## src/rtl/regwin_pkg.sv

```systemverilog
package regwin_pkg;
  // Decoded host access for one clock cycle.
  typedef struct packed {
    logic ptr_load;   // first clock of a pointer write
    logic data_wr;    // first clock of a data write
    logic ptr_rd;     // pointer read in progress
    logic data_rd;    // data read in progress
  } regwin_acc_t;
endpackage

```

## src/rtl/regwin_decode.sv

```systemverilog
module regwin_decode
  import regwin_pkg::*;
(
  input  logic        clk,
  input  logic        rst_n,
  input  logic        cs_n_i,
  input  logic        addr_i,
  input  logic        rd_en_i,
  input  logic        wr_en_i,
  output regwin_acc_t acc_o
);
  logic wr_act;
  logic wr_act_q;
  logic wr_first;
  logic rd_act;

  assign wr_act   = !cs_n_i && wr_en_i;
  assign rd_act   = !cs_n_i && rd_en_i && !wr_en_i;
  assign wr_first = wr_act && !wr_act_q;

  always_ff @(posedge clk or negedge rst_n) begin
    if (!rst_n) wr_act_q <= 1'b0;
    else        wr_act_q <= wr_act;
  end

  always_comb begin
    acc_o.ptr_load = wr_first && !addr_i;
    acc_o.data_wr  = wr_first && addr_i;
    acc_o.ptr_rd   = rd_act && !addr_i;
    acc_o.data_rd  = rd_act && addr_i;
  end


  held_write_single_chk: assert property (@(posedge clk) disable iff (!rst_n)
    (wr_act && $past(wr_act)) |-> !(acc_o.ptr_load || acc_o.data_wr));
endmodule

```

## src/rtl/regwin_ptr.sv

```systemverilog
module regwin_ptr #(
  parameter int PTR_W = 7
) (
  input  logic             clk,
  input  logic             rst_n,
  input  logic             load_i,
  input  logic [PTR_W-1:0] load_val_i,
  input  logic             step_i,
  input  logic             hold_i,
  output logic [PTR_W-1:0] ptr_o
);
  logic [PTR_W-1:0] ptr_q;

  always_ff @(posedge clk or negedge rst_n) begin
    if (!rst_n)      ptr_q <= '0;
    else if (load_i) ptr_q <= load_val_i;
    else if (step_i) ptr_q <= ptr_q + 1'b1;
  end

  assign ptr_o = ptr_q;


  ptr_advance_chk: assert property (@(posedge clk) disable iff (!rst_n)
    (step_i && !load_i) |=> ptr_q == PTR_W'($past(ptr_q) + 1'b1));


  ptr_read_stable_chk: assert property (@(posedge clk) disable iff (!rst_n)
    (hold_i && !load_i && !step_i) |=> $stable(ptr_q));
endmodule

```

## src/rtl/regwin_wrstage.sv

```systemverilog
module regwin_wrstage #(
  parameter int PTR_W  = 7,
  parameter int DATA_W = 8
) (
  input  logic              clk,
  input  logic              rst_n,
  input  logic              fire_i,
  input  logic [PTR_W-1:0]  idx_i,
  input  logic [DATA_W-1:0] data_i,
  output logic              we_o,
  output logic [PTR_W-1:0]  idx_o,
  output logic [DATA_W-1:0] data_o
);
  logic              we_q;
  logic [PTR_W-1:0]  idx_q;
  logic [DATA_W-1:0] data_q;

  always_ff @(posedge clk or negedge rst_n) begin
    if (!rst_n) begin
      we_q   <= 1'b0;
      idx_q  <= '0;
      data_q <= '0;
    end else begin
      we_q <= fire_i;
      if (fire_i) begin
        idx_q  <= idx_i;
        data_q <= data_i;
      end
    end
  end

  assign we_o   = we_q;
  assign idx_o  = idx_q;
  assign data_o = data_q;


  strobe_one_cycle_chk: assert property (@(posedge clk) disable iff (!rst_n)
    we_q |=> !we_q);
endmodule

```

## src/rtl/regwin_port.sv

```systemverilog
module regwin_port
  import regwin_pkg::*;
#(
  parameter int PTR_W  = 7,
  parameter int DATA_W = 8
) (
  input  logic              clk,
  input  logic              rst_n,
  input  logic              cs_n_i,
  input  logic              addr_i,
  input  logic              rd_en_i,
  input  logic              wr_en_i,
  input  logic [DATA_W-1:0] wdata_i,
  output logic [DATA_W-1:0] rdata_o,
  output logic              reg_we_o,
  output logic [PTR_W-1:0]  reg_addr_o,
  output logic [DATA_W-1:0] reg_wdata_o,
  input  logic [DATA_W-1:0] reg_rdata_i
);
  localparam int PAD_W = DATA_W - PTR_W;

  regwin_acc_t       acc;
  logic [PTR_W-1:0]  ptr;
  logic [PTR_W-1:0]  wr_idx;
  logic              we;

  regwin_decode u_decode (
    .clk     (clk),
    .rst_n   (rst_n),
    .cs_n_i  (cs_n_i),
    .addr_i  (addr_i),
    .rd_en_i (rd_en_i),
    .wr_en_i (wr_en_i),
    .acc_o   (acc)
  );

  regwin_ptr #(.PTR_W(PTR_W)) u_ptr (
    .clk        (clk),
    .rst_n      (rst_n),
    .load_i     (acc.ptr_load),
    .load_val_i (wdata_i[PTR_W-1:0]),
    .step_i     (acc.data_wr),
    .hold_i     (acc.data_rd),
    .ptr_o      (ptr)
  );

  regwin_wrstage #(.PTR_W(PTR_W), .DATA_W(DATA_W)) u_wrstage (
    .clk    (clk),
    .rst_n  (rst_n),
    .fire_i (acc.data_wr),
    .idx_i  (ptr),
    .data_i (wdata_i),
    .we_o   (we),
    .idx_o  (wr_idx),
    .data_o (reg_wdata_o)
  );

  assign reg_we_o   = we;
  assign reg_addr_o = we ? wr_idx : ptr;

  always_comb begin
    if (acc.ptr_rd)       rdata_o = {{PAD_W{1'b0}}, ptr};
    else if (acc.data_rd) rdata_o = reg_rdata_i;
    else                  rdata_o = '0;
  end

  initial begin
    if (DATA_W <= PTR_W) $error("regwin_port: DATA_W must exceed PTR_W");
  end


  desel_no_strobe_chk: assert property (@(posedge clk) disable iff (!rst_n)
    cs_n_i |=> !reg_we_o);


  desel_quiet_bus_chk: assert property (@(posedge clk) disable iff (!rst_n)
    cs_n_i |-> rdata_o == '0);


  ptr_read_pad_chk: assert property (@(posedge clk) disable iff (!rst_n)
    (!cs_n_i && rd_en_i && !wr_en_i && !addr_i) |-> rdata_o[DATA_W-1:PTR_W] == '0);
endmodule

```

## config.mk

```make
export PLATFORM = sky130hd
export DESIGN_NAME = regwin_port
export DESIGN_NICKNAME = d
export VERILOG_FILES = /design/src/rtl/regwin_pkg.sv /design/src/rtl/regwin_decode.sv /design/src/rtl/regwin_ptr.sv /design/src/rtl/regwin_wrstage.sv /design/src/rtl/regwin_port.sv
export SDC_FILE = /design/constraint.sdc
export NUM_CORES = 1
export LEC_CHECK = 0
export CAP_MARGIN = 25
export CORE_MARGIN = 5
export CORE_UTILIZATION = 40
export CTS_CLUSTER_SIZE = 40
export DETAILED_ROUTE_END_ITERATION = 8
export DONT_BUFFER_PORTS = 1
export PLACE_DENSITY = 0.52
export SLEW_MARGIN = 20
export SYNTH_ARGS = -nofsm -noshare
export SYNTH_HDL_FRONTEND = slang
export SYNTH_HIERARCHICAL = 1
export SYNTH_SLANG_ARGS = --single-unit
```

## constraint.sdc

```tcl
create_clock -name clk -period 3.8 [get_ports clk]
set_input_delay 0 -clock clk [delete_from_list [all_inputs] [get_ports clk]]
set_output_delay 0 -clock clk [all_outputs]
set_load 0.02 [all_outputs]
```

==> results.md, run 1 <==
* CTS H-tree lvls at 1
* Outcome: finished, final reports clean
* Internal power consumption at roughly 0.00055 W
* Gr usage total at 13.3%
* RSZ-0062 raised after global routing: false
* Vias at around 860
* Placeable Area at 3080 um^2
* Final setup vio count at 0
* Critical path arrival at roughly 2.8 ns
* Sequential area share after synthesis at between 40% and 50%
* Vias in the first global route at between 800 and 900
* Die Footprint at around 4500 um^2
* Psw at 0.000279 W
* Worst setup SP type: flop
* # DRC at 0
* Syn Inst Count at a little under 100
* Final setup TNS at 0 ns
* Post-route cell area at approximately 1600 um^2
* Critical path type: reg -> reg
* Pleak at approximately 0.64 nW
* Synth Warn # at 6
* DP Area at between 1000 and 1500 um^2
* Fin crit share at approximately two thirds
* WP data required at between 4 and 5 ns
* Clk pwr share at 16.3%
* CP max-delay cell: nor4b_2
* Worst Skew at about 0.0028 ns
* Syn avg cell area at 13.1 um^2
* Die Wd at 66.9 um
* Worst path bufs/invs at 2
* I/O pin count at 46
* Worst Tran Pin Value at between 0.9 and 1 ns
* Initial antenna violation count at 0
* Switching Fraction at 33.7%
* Initial Utilization at a little over two fifths
* Drt total wl at about 2.8 mm
* Top cell by count, worst path: dlygate4sd3_1
* Initial DRC Count at 15
* RD Place Congestion at ~0.70
* CTS resizes at 0
* Synth area leader: dfrtp_1
* CTS buffer count at 3
* Slew Limit Fails at 0
* IO buf count at 0
* CP delay by family, top: buffers and inverters
* Register share of total power at around 52%
* Fin crit period at roughly 2.6 ns
* Synthesized Nets at 122
* Synth area leaders: dfrtp_1 46%, mux2_4 20%, mux2_2 4.4%
* TritonCTS clock tree: done
* First-pass DRT Iterations at 4
* Dpl hpwl at 1.90 mm
* Crit-path max FO at 11
* Final ANT Viol Nets at 0
* Syn-to-layout area delta at 22.0%
* Final net count at around 150
* Worst min path class: in -> async
* CTS sink cnt at 24
* Final hold slack at ~0.098 ns
* Cell variety after synth at 23
* PD cells at around 530 nW/um^2
* Maximum number of pins on one net before global-route repair at 25
* First-pass GRT wire length at approximately 4.4 mm
* Vias/cell at approximately 5.2
* Final Hold Viols at 0
* PnR worst setup slack at 1.22 ns
* Root Buffer: clkbuf_4
* Clock-pin slew on the worst setup and hold paths at roughly 0.13 ns
* Core Rows at 20
* Worst vdd ir at around 0.00024 V
* Synth top area share at about 46%
* Clock buffer depth at 2
* Synth Register Bits at 24
* Cell area after synthesis at roughly 1300 um^2
* CP max stage delay at between 0.7 and 0.8 ns
* Rel. slew slack at 35.6%
* Remaining Overflow, GRT at 0
* Number of fill cells in the layout at ~290
* Worst Setup End Kind: flop
* WL/cell at about 17 um
* Clk_lat worst skew at roughly 0.31 ns
* Max cap viols at 0
* Antenna diodes at 0
* CP Cell Sequence: nor4b_2 > nand2_1 > dlygate4sd3_1 > o21ai_0 > dlygate4sd3_1
* Max Clk Rate at ~390 MHz
* Die Ht at 66.9 um
* Pre-CTS setup slack at 1.79 ns
* Share of cells above drive strength 1 at 27.0%
* Comb pwr share at 31.7%
[power groups by stage]
stage / Clock, W / Combinational, W / Sequential [W]
finish: 0.000135 / 0.000263 / 0.000431
CTS: 0.000141 / 0.000264 / 0.000432
floorplan: 0 / 0.000199 / 0.000411
global placement: 0 / 0.000210 / 0.000434
global route: 0.000150 / 0.000282 / 0.000445
detailed placement: 0 / 0.000212 / 0.000436
[worst reg2reg max path, cell delays in order, from the launching register on]
cell and delay (ns):
dfrtp_1 0.41, nor4b_2 0.79, nand2_1 0.11, dlygate4sd3_1 0.59
o21ai_0 0.07, dlygate4sd3_1 0.56
[path summary, 6_finish.rpt]
check / from / to / slack (ns) / depth (start not counted)
min: rst_n / u_wrstage/idx_o[1] / 0.1 / 2
max in group asynchronous: rst_n / u_wrstage/idx_o[4] / 3.56 / 2
min reg2reg: u_wrstage/idx_o[6] / u_wrstage/idx_o[6] / 0.53 / 1
max reg2reg: u_decode/wr_act_q / u_ptr/ptr_o[2] / 1.22 / 5
min in group clk: wr_en_i / u_ptr/ptr_o[5] / 0.12 / 3
max: u_decode/wr_act_q / u_ptr/ptr_o[2] / 1.22 / 5
[Yosys cell counts]
library cell	count
o21ai_0	9
dfrtp_1	24
mux2_4	17
nand2_1	12
and2_1	1
xnor2_1	1
mux2i_1	1
nor2b_4	1
xor2_1	3
buf_12	1
and4bb_2	2
and2b_2	1
inv_1	1
a22o_1	5
or3_1	2
nand4_1	2
nor2_1	2
ha_1	1
buf_6	3
clkbuf_1	1
nor4b_2	2
a31oi_1	2
mux2_2	5
[cell type report]
class / instances / area [um^2] / share of cell area (%)
Clock buffer: 4 / 36.3 / 2.30
Inverter: 1 / 3.75 / 0.238
Multi-Input combinational cell: 69 / 632 / 40.0
Sequential cell: 24 / 601 / 38.1
Tap cell: 44 / 55.1 / 3.49
Timing Repair Buffer: 24 / 250 / 15.9
[state kept, by name, summed over array words and instances (netlist names)]
register and count:
u_wrstage/idx_o 7, u_wrstage/data_o 8, u_decode/wr_act_q 1, u_ptr/ptr_o 7
u_wrstage/we_o 1
[layout by cell type (no fill, tap or decap), drive strengths merged, types with 2 or more instances in the layout]
master / netlist / routed
dfrtp: 24 / 24
dlygate4sd3: 0 / 23
mux2: 22 / 22
nand2: 12 / 12
o21ai: 9 / 9
a22o: 5 / 5
clkbuf: 1 / 4
xor2: 3 / 3
nor4b: 2 / 2
and4bb: 2 / 2
nand4: 2 / 2
or3: 2 / 2
nor2: 2 / 2
a31oi: 2 / 2
[logic make-up (layout without fill, tap and decap cells)]
logic type / Yosys count / count (layout) / synth area share [%]
flops: 24 / 24 / 46.4
simple gates: 25 / 25 / 12.5
fa+ha+maj: 1 / 1 / 0.967
mux: 23 / 23 / 24.9
buf+inv: 6 / 29 / 4.74
compound gates: 16 / 16 / 7.83
xor+xnor: 4 / 4 / 2.71
[per-layer routing]
| metal | global-route usage (%) | part of all wire (%) |
|---|---|---|
| met5 | 0 | 0 |
| met4 | 3.80 | 0.76 |
| met3 | 5.06 | 9.4 |
| met2 | 21.8 | 47 |
| met1 | 16.1 | 43 |
[repair_timing]
action                                  4_1_cts  5_1_grt
hold endpoints to repair                     40        0
buffers inserted                              0        0
hold buffers                                 24        0
endpoints found under the setup margin        0        0
[stage by stage]
| step | utilization, % | cells | power [W] |
|---|---|---|---|
| finish | 51.3 | 166 | 0.000829 |
| global route | 51.3 | 166 | 0.000876 |
| CTS | 51.3 | 166 | 0.000837 |
| detailed placement | 42.0 | 138 | 0.000648 |
| global placement | 42.0 | 138 | 0.000645 |
| floorplan | - | 99 | 0.000611 |
Note: power is estimated with default switching activity, not from simulation.
==> run 2, diff against run 1 <==
Settings changed: PLACE_DENSITY 0.52 to 0.54.
Clock period 3.8 ns to 2.3 ns, I/O delays scaled along.
==> run 2 against run 1 <==
Count of clock-buffer cells in the layout unchanged. Core utilization down 3.2 points. Wire length up 1.0%. Clock skew up 0.0046 ns. Hold slack worse by 0.082 ns. Final cell count down 5.4%. Sequential share of layout area up 2.5 points. Largest cell class unchanged.
==> results.md, run 2 (synthesized netlist as in run 1, its figures left out) <==
* CTS buffer count at 3
* Antenna diodes at 0
* Vias at 841
* TritonCTS clock tree: done
* Placeable Area at just over 3000 um^2
* CP max-delay cell: and4bb_2
* CTS H-tree lvls at 1
* CTS sink cnt at 24
* RD Place Congestion at about 0.73
* Initial antenna violation count at 0
* Clock buffer depth at 2
* Initial DRC Count at 22
* Crit-path max FO at 10
* Vias/cell at between 5 and 6
* Gr usage total at about an eighth
* Die Wd at 66.9 um
* IO buf count at 0
* Final ANT Viol Nets at 0
* Remaining Overflow, GRT at 0
* Final Hold Viols at 0
* WP data required at ~2.5 ns
* Drt total wl at roughly 2.8 mm
* Root Buffer: clkbuf_4
* Worst min path class: in -> reg
* DR top layer: met3
* Worst vdd ir at between 0.0003 and 0.0004 V
* First-pass GRT wire length at between 4 and 5 mm
* First-pass DRT Iterations at 4
* # DRC at 0
* Syn-to-layout area delta at 14.4%
* Maximum number of pins on one net before global-route repair at 25
* Critical path arrival at 1.96 ns
* Register area at approximately 600 um^2
* Worst Setup End Kind: flop
* Post-CTS Repair Setup Buffers at 0
* M1 WL at around 1.2 mm
* Met2 WL at approximately 1.4 mm
* CP Cell Sequence: and4bb_2 > nand4_1 > or3_1 > a31oi_1
* Most common cell after layout, fill and taps aside: dfrtp_1
* WL/cell at around 18 um
* Final setup TNS at 0 ns
* Clk_lat worst skew at 0.31 ns
* Vias in the first global route at between 800 and 900
* Critical path type: reg -> reg
* Initial Utilization at a little over two fifths
* Fin crit share at between 70% and 80%
* Slew Limit Fails at 0
* Worst Skew at approximately 0.0073 ns
* I/O pin count at 46
* Rel. slew slack at 55.6%
* Max Clk Rate at 583 MHz
* Max FFs per register at 8
* Worst Tran Pin Value at 0.660 ns
* Core Rows at 20
* Share of cells above drive strength 1 at 31.9%
* Die Ht at around 67 um
* Number of fill cells in the layout at between 200 and 300
* Clock-pin slew on the worst setup and hold paths at 0.14 ns
* Worst setup SP type: flop
* Die Footprint at 4470 um^2
* Final setup vio count at 0
* Most frequent cells in the layout: 24 x dfrtp_1, 17 x mux2_4, 12 x nand2_1, 11 x dlygate4sd3_1, 9 x o21ai_0
* Met3 routed WL at ~190 um
* CTS resizes at 0
* CP max stage delay at 0.47 ns
* Pleak at roughly 0.61 nW
* PD cells at 888 nW/um^2
* Fin crit period at 1.72 ns
* Outcome: finished, final reports clean
* RSZ-0062 raised after global routing: false
* Final net count at 137
* # hold bufs at CTS at 12
* Total power at between 0.001 and 0.0015 W
* Max cap viols at 0
* Multi-input gate area at 632 um^2
* Dpl hpwl at between 2 and 2.5 mm
-- run 2: cell type report --
type | count | share of cell area [%]
clock buffers | 4 | 2.45
well taps | 44 | 3.72
inverters | 1 | 0.254
multi-input cells | 69 | 42.7
repair buffers | 15 | 10.3
flip-flops and latches | 24 | 40.6
-- run 2: worst max-delay path: cells and delay by family (launching register included) --
| kind | cells | cell delay [ns] |
|---|---|---|
| flops | 1 | 0.41 |
| simple gates | 3 | 1.07 |
| compound gates | 1 | 0.16 |
-- run 2: power breakdown --
part           switching [W]  internal (W)
clock network       0.000127     0.0000966
registers           0.000165      0.000546
logic               0.000161      0.000219
total               0.000453      0.000861
-- run 2: metal layers --
layer	track usage (%)	up-vias
li1	-	387
met4	3.04	0
met5	0	-
met2	20.5	26
met1	16.5	428
met3	3.04	0
-- run 2: worst paths after layout --
kind | startpoint | slack, ns | depth (start not counted) | end
max | u_decode/wr_act_q | 0.58 | 4 | u_ptr/ptr_o[5]
max reg2reg | u_decode/wr_act_q | 0.58 | 4 | u_ptr/ptr_o[5]
max in group asynchronous | rst_n | 2.04 | 2 | u_wrstage/data_o[6]
min reg2reg | u_wrstage/idx_o[4] | 0.52 | 1 | u_wrstage/idx_o[4]
min | addr_i | 0.02 | 4 | u_ptr/ptr_o[1]
min in group asynchronous | rst_n | 0.11 | 2 | u_wrstage/data_o[1]
-- run 2: stage by stage --
stage / std cells / utilization (%) / worst slack, ns / hold slack, ns / instance area, um^2
6_report: 157 / 48.1 / 0.584 / 0.0154 / 1480
4_1_cts: 157 / 48.1 / 0.597 / 0.00456 / 1480
5_1_grt: 157 / 48.1 / 0.525 / 0.0268 / 1480
2_1_floorplan: 99 / - / 0.823 / -0.296 / 1290
3_3_place_gp: 141 / 42.7 / 0.685 / -0.295 / 1310
3_5_place_dp: 141 / 42.7 / 0.632 / -0.295 / 1310
==> run 3, diff against run 2 <==
Settings changed: PLACE_DENSITY 0.54 to 0.52.
Clock period 2.3 ns to 1.8 ns, I/O delays scaled along.
==> run 3 against run 2 <==
Largest power group unchanged. Count of clock-buffer cells in the layout decreased by 1. Setup slack got worse by 0.41 ns. Critical path depth rose by 1. Wire length decreased by 1.4%. Cell area increased by 2.8%. Clock skew decreased by 0.0026 ns. Sequential power increased by 27%. Register-to-register slack lost 0.41 ns. First-iteration DRC count is 41% lower.
==> results.md, run 3 (synthesized netlist as in run 1, its figures left out) <==
* First-pass GRT wire length at approximately 4.6 mm
* Slew Limit Fails at 0
* CTS H-tree lvls at 1
* Fin crit period at about 1.6 ns
* Clk pwr share at 21.8%
* Vias in the first global route at slightly above 900
* Final ANT Viol Nets at 0
* Register share of total power at between 50% and 60%
* Clock-pin slew on the worst setup and hold paths at 0.13 ns
* Antenna diodes at 0
* CP Cell Sequence: nor4b_2 > dlygate4sd3_1 > inv_1 > nor2_1 > a31oi_1
* Register area at approximately 600 um^2
* First-pass DRT Iterations at 4
* I/O pin count at 46
* Final Hold Viols at 0
* Max Clk Rate at roughly 610 MHz
* Critical path arrival at 1.84 ns
* CTS resizes at 0
* Final hold slack at around 0.023 ns
* Maximum number of pins on one net before global-route repair at 25
* Outcome: finished, final reports clean
* Placeable Area at slightly above 3000 um^2
* Worst setup SP type: flop
* CTS buffer count at 3
* Worst Setup End Kind: flop
* Vias/cell at around 5.1
* Vias at just over 800
* Worst path bufs/invs at 2
* Pre-CTS setup slack at between 0.3 and 0.4 ns
* Hold path cells at 4
* Fin crit share at between 90 and 100%
* Syn-to-layout area delta at 17.6%
* Critical path type: reg -> reg
* Gr usage total at ~14%
* CP max-delay cell: dlygate4sd3_1
* Worst R2R Path Depth at 5
* Core Rows at 20
* Crit-path max FO at 4
* Clock buffer depth at 2
* PnR worst setup slack at about 0.17 ns
* Initial DRC Count at 13
* Pleak at roughly 0.64 nW
* CP delay by family, top: buffers and inverters
* Die Footprint at 4470 um^2
* Initial Utilization at 42.0%
* PD cells at 1180 nW/um^2
* Worst Skew at around 0.0048 ns
* Most common cell after layout, fill and taps aside: dfrtp_1
* Most frequent cells in the layout: 24 x dfrtp_1, 17 x mux2_4, 12 x nand2_1, 12 x dlygate4sd3_1, 9 x o21ai_0
* CP max stage delay at between 0.5 and 0.6 ns
* Drt total wl at around 2.8 mm
* Switching Fraction at approximately a third
* Psw at roughly 0.00058 W
* # hold bufs at CTS at 13
* Worst vdd ir at 0.000590 V
* Reg2reg setup slack at approximately 0.17 ns
* Final setup vio count at 0
* IO buf count at 0
* CTS sink cnt at 24
* # DRC at 0
* Initial antenna violation count at 0
* Max FFs per register at 8
* Number of fill cells in the layout at 283
* Worst min path class: in -> reg
* Internal power consumption at ~0.0012 W
* Comb pwr share at 27.6%
* Die Wd at between 60 and 70 um
* Worst R2R End: u_ptr/ptr_o[6]
* WP data required at 2.01 ns
* Die Ht at about 67 um
* Worst Tran Pin Value at between 0.6 and 0.7 ns
* Rel. slew slack at between 50% and 60%
* RD Place Congestion at ~0.7
* Min-Delay Endpoint: u_ptr/ptr_o[2]
* Multi-input gate area at 632 um^2
* RSZ-0062 raised after global routing: false
* R2r startpoint: u_decode/wr_act_q
* Remaining Overflow, GRT at 0
* Max cap viols at 0
* Final setup TNS at 0 ns
* Hold Crit Start: addr_i
* Clk_lat worst skew at 0.32 ns
* Root Buffer: clkbuf_4
* TritonCTS clock tree: done
* Share of cells above drive strength 1 at ~33%
* Dpl hpwl at 2.05 mm
* Final net count at 140
* Post-CTS Repair Setup Buffers at 0
* WL/cell at ~17 um
[run 3: how the worst max path moves through the flow]
stage                       from              to  slack (ns)  cells past startpoint
6_report       u_decode/wr_act_q  u_ptr/ptr_o[6]        0.17                      5
5_1_grt        u_decode/wr_act_q  u_ptr/ptr_o[6]      0.0005                      5
4_1_cts        u_decode/wr_act_q  u_ptr/ptr_o[6]        0.18                      5
3_5_place_dp   u_decode/wr_act_q  u_ptr/ptr_o[6]        0.31                      4
3_3_place_gp   u_decode/wr_act_q  u_ptr/ptr_o[6]        0.35                      4
2_1_floorplan  u_decode/wr_act_q  u_ptr/ptr_o[6]        0.32                      4
[run 3: worst reg2reg max path, cell delays in order, from the launching register on]
cell and delay [ns]:
dfrtp_1 0.41, nor4b_2 0.32, dlygate4sd3_1 0.59, inv_1 0.07, nor2_1 0.10, a31oi_1 0.04
[run 3: power by group through the flow]
stage	sequential (W)	combinational (W)	clock, W
2_1_floorplan	0.000869	0.000421	0
3_3_place_gp	0.000912	0.000453	0
3_5_place_dp	0.000918	0.000457	0
4_1_cts	0.000907	0.000500	0.000408
5_1_grt	0.000934	0.000536	0.000426
6_report	0.000906	0.000493	0.000390
[run 3: area by class of cell]
cell class	instances	share of cell area, %
Multi-Input combinational cell	69	41.5
Sequential cell	24	39.5
Timing Repair Buffer	18	11.7
Tap cell	44	3.62
Clock inverter	1	1.97
Clock buffer	3	1.48
Inverter	1	0.247
[run 3: stage by stage]
step / instance area (um^2) / total power (W) / utilization (%) / cells
3_3_place_gp: 1330 / 0.00136 / 43.2 / 143
2_1_floorplan: 1290 / 0.00129 / - / 99
5_1_grt: 1520 / 0.00190 / 49.4 / 160
6_report: 1520 / 0.00179 / 49.4 / 160
3_5_place_dp: 1330 / 0.00138 / 43.2 / 143
4_1_cts: 1520 / 0.00182 / 49.4 / 160
[run 3: routing by layer]
metal	track usage (%)	vias up	share of wire, %
met5	0	-	0
met4	5.32	0	0.65
met3	3.88	2	7.4
met2	22.4	26	46
met1	17.8	400	46
li1	-	393	-
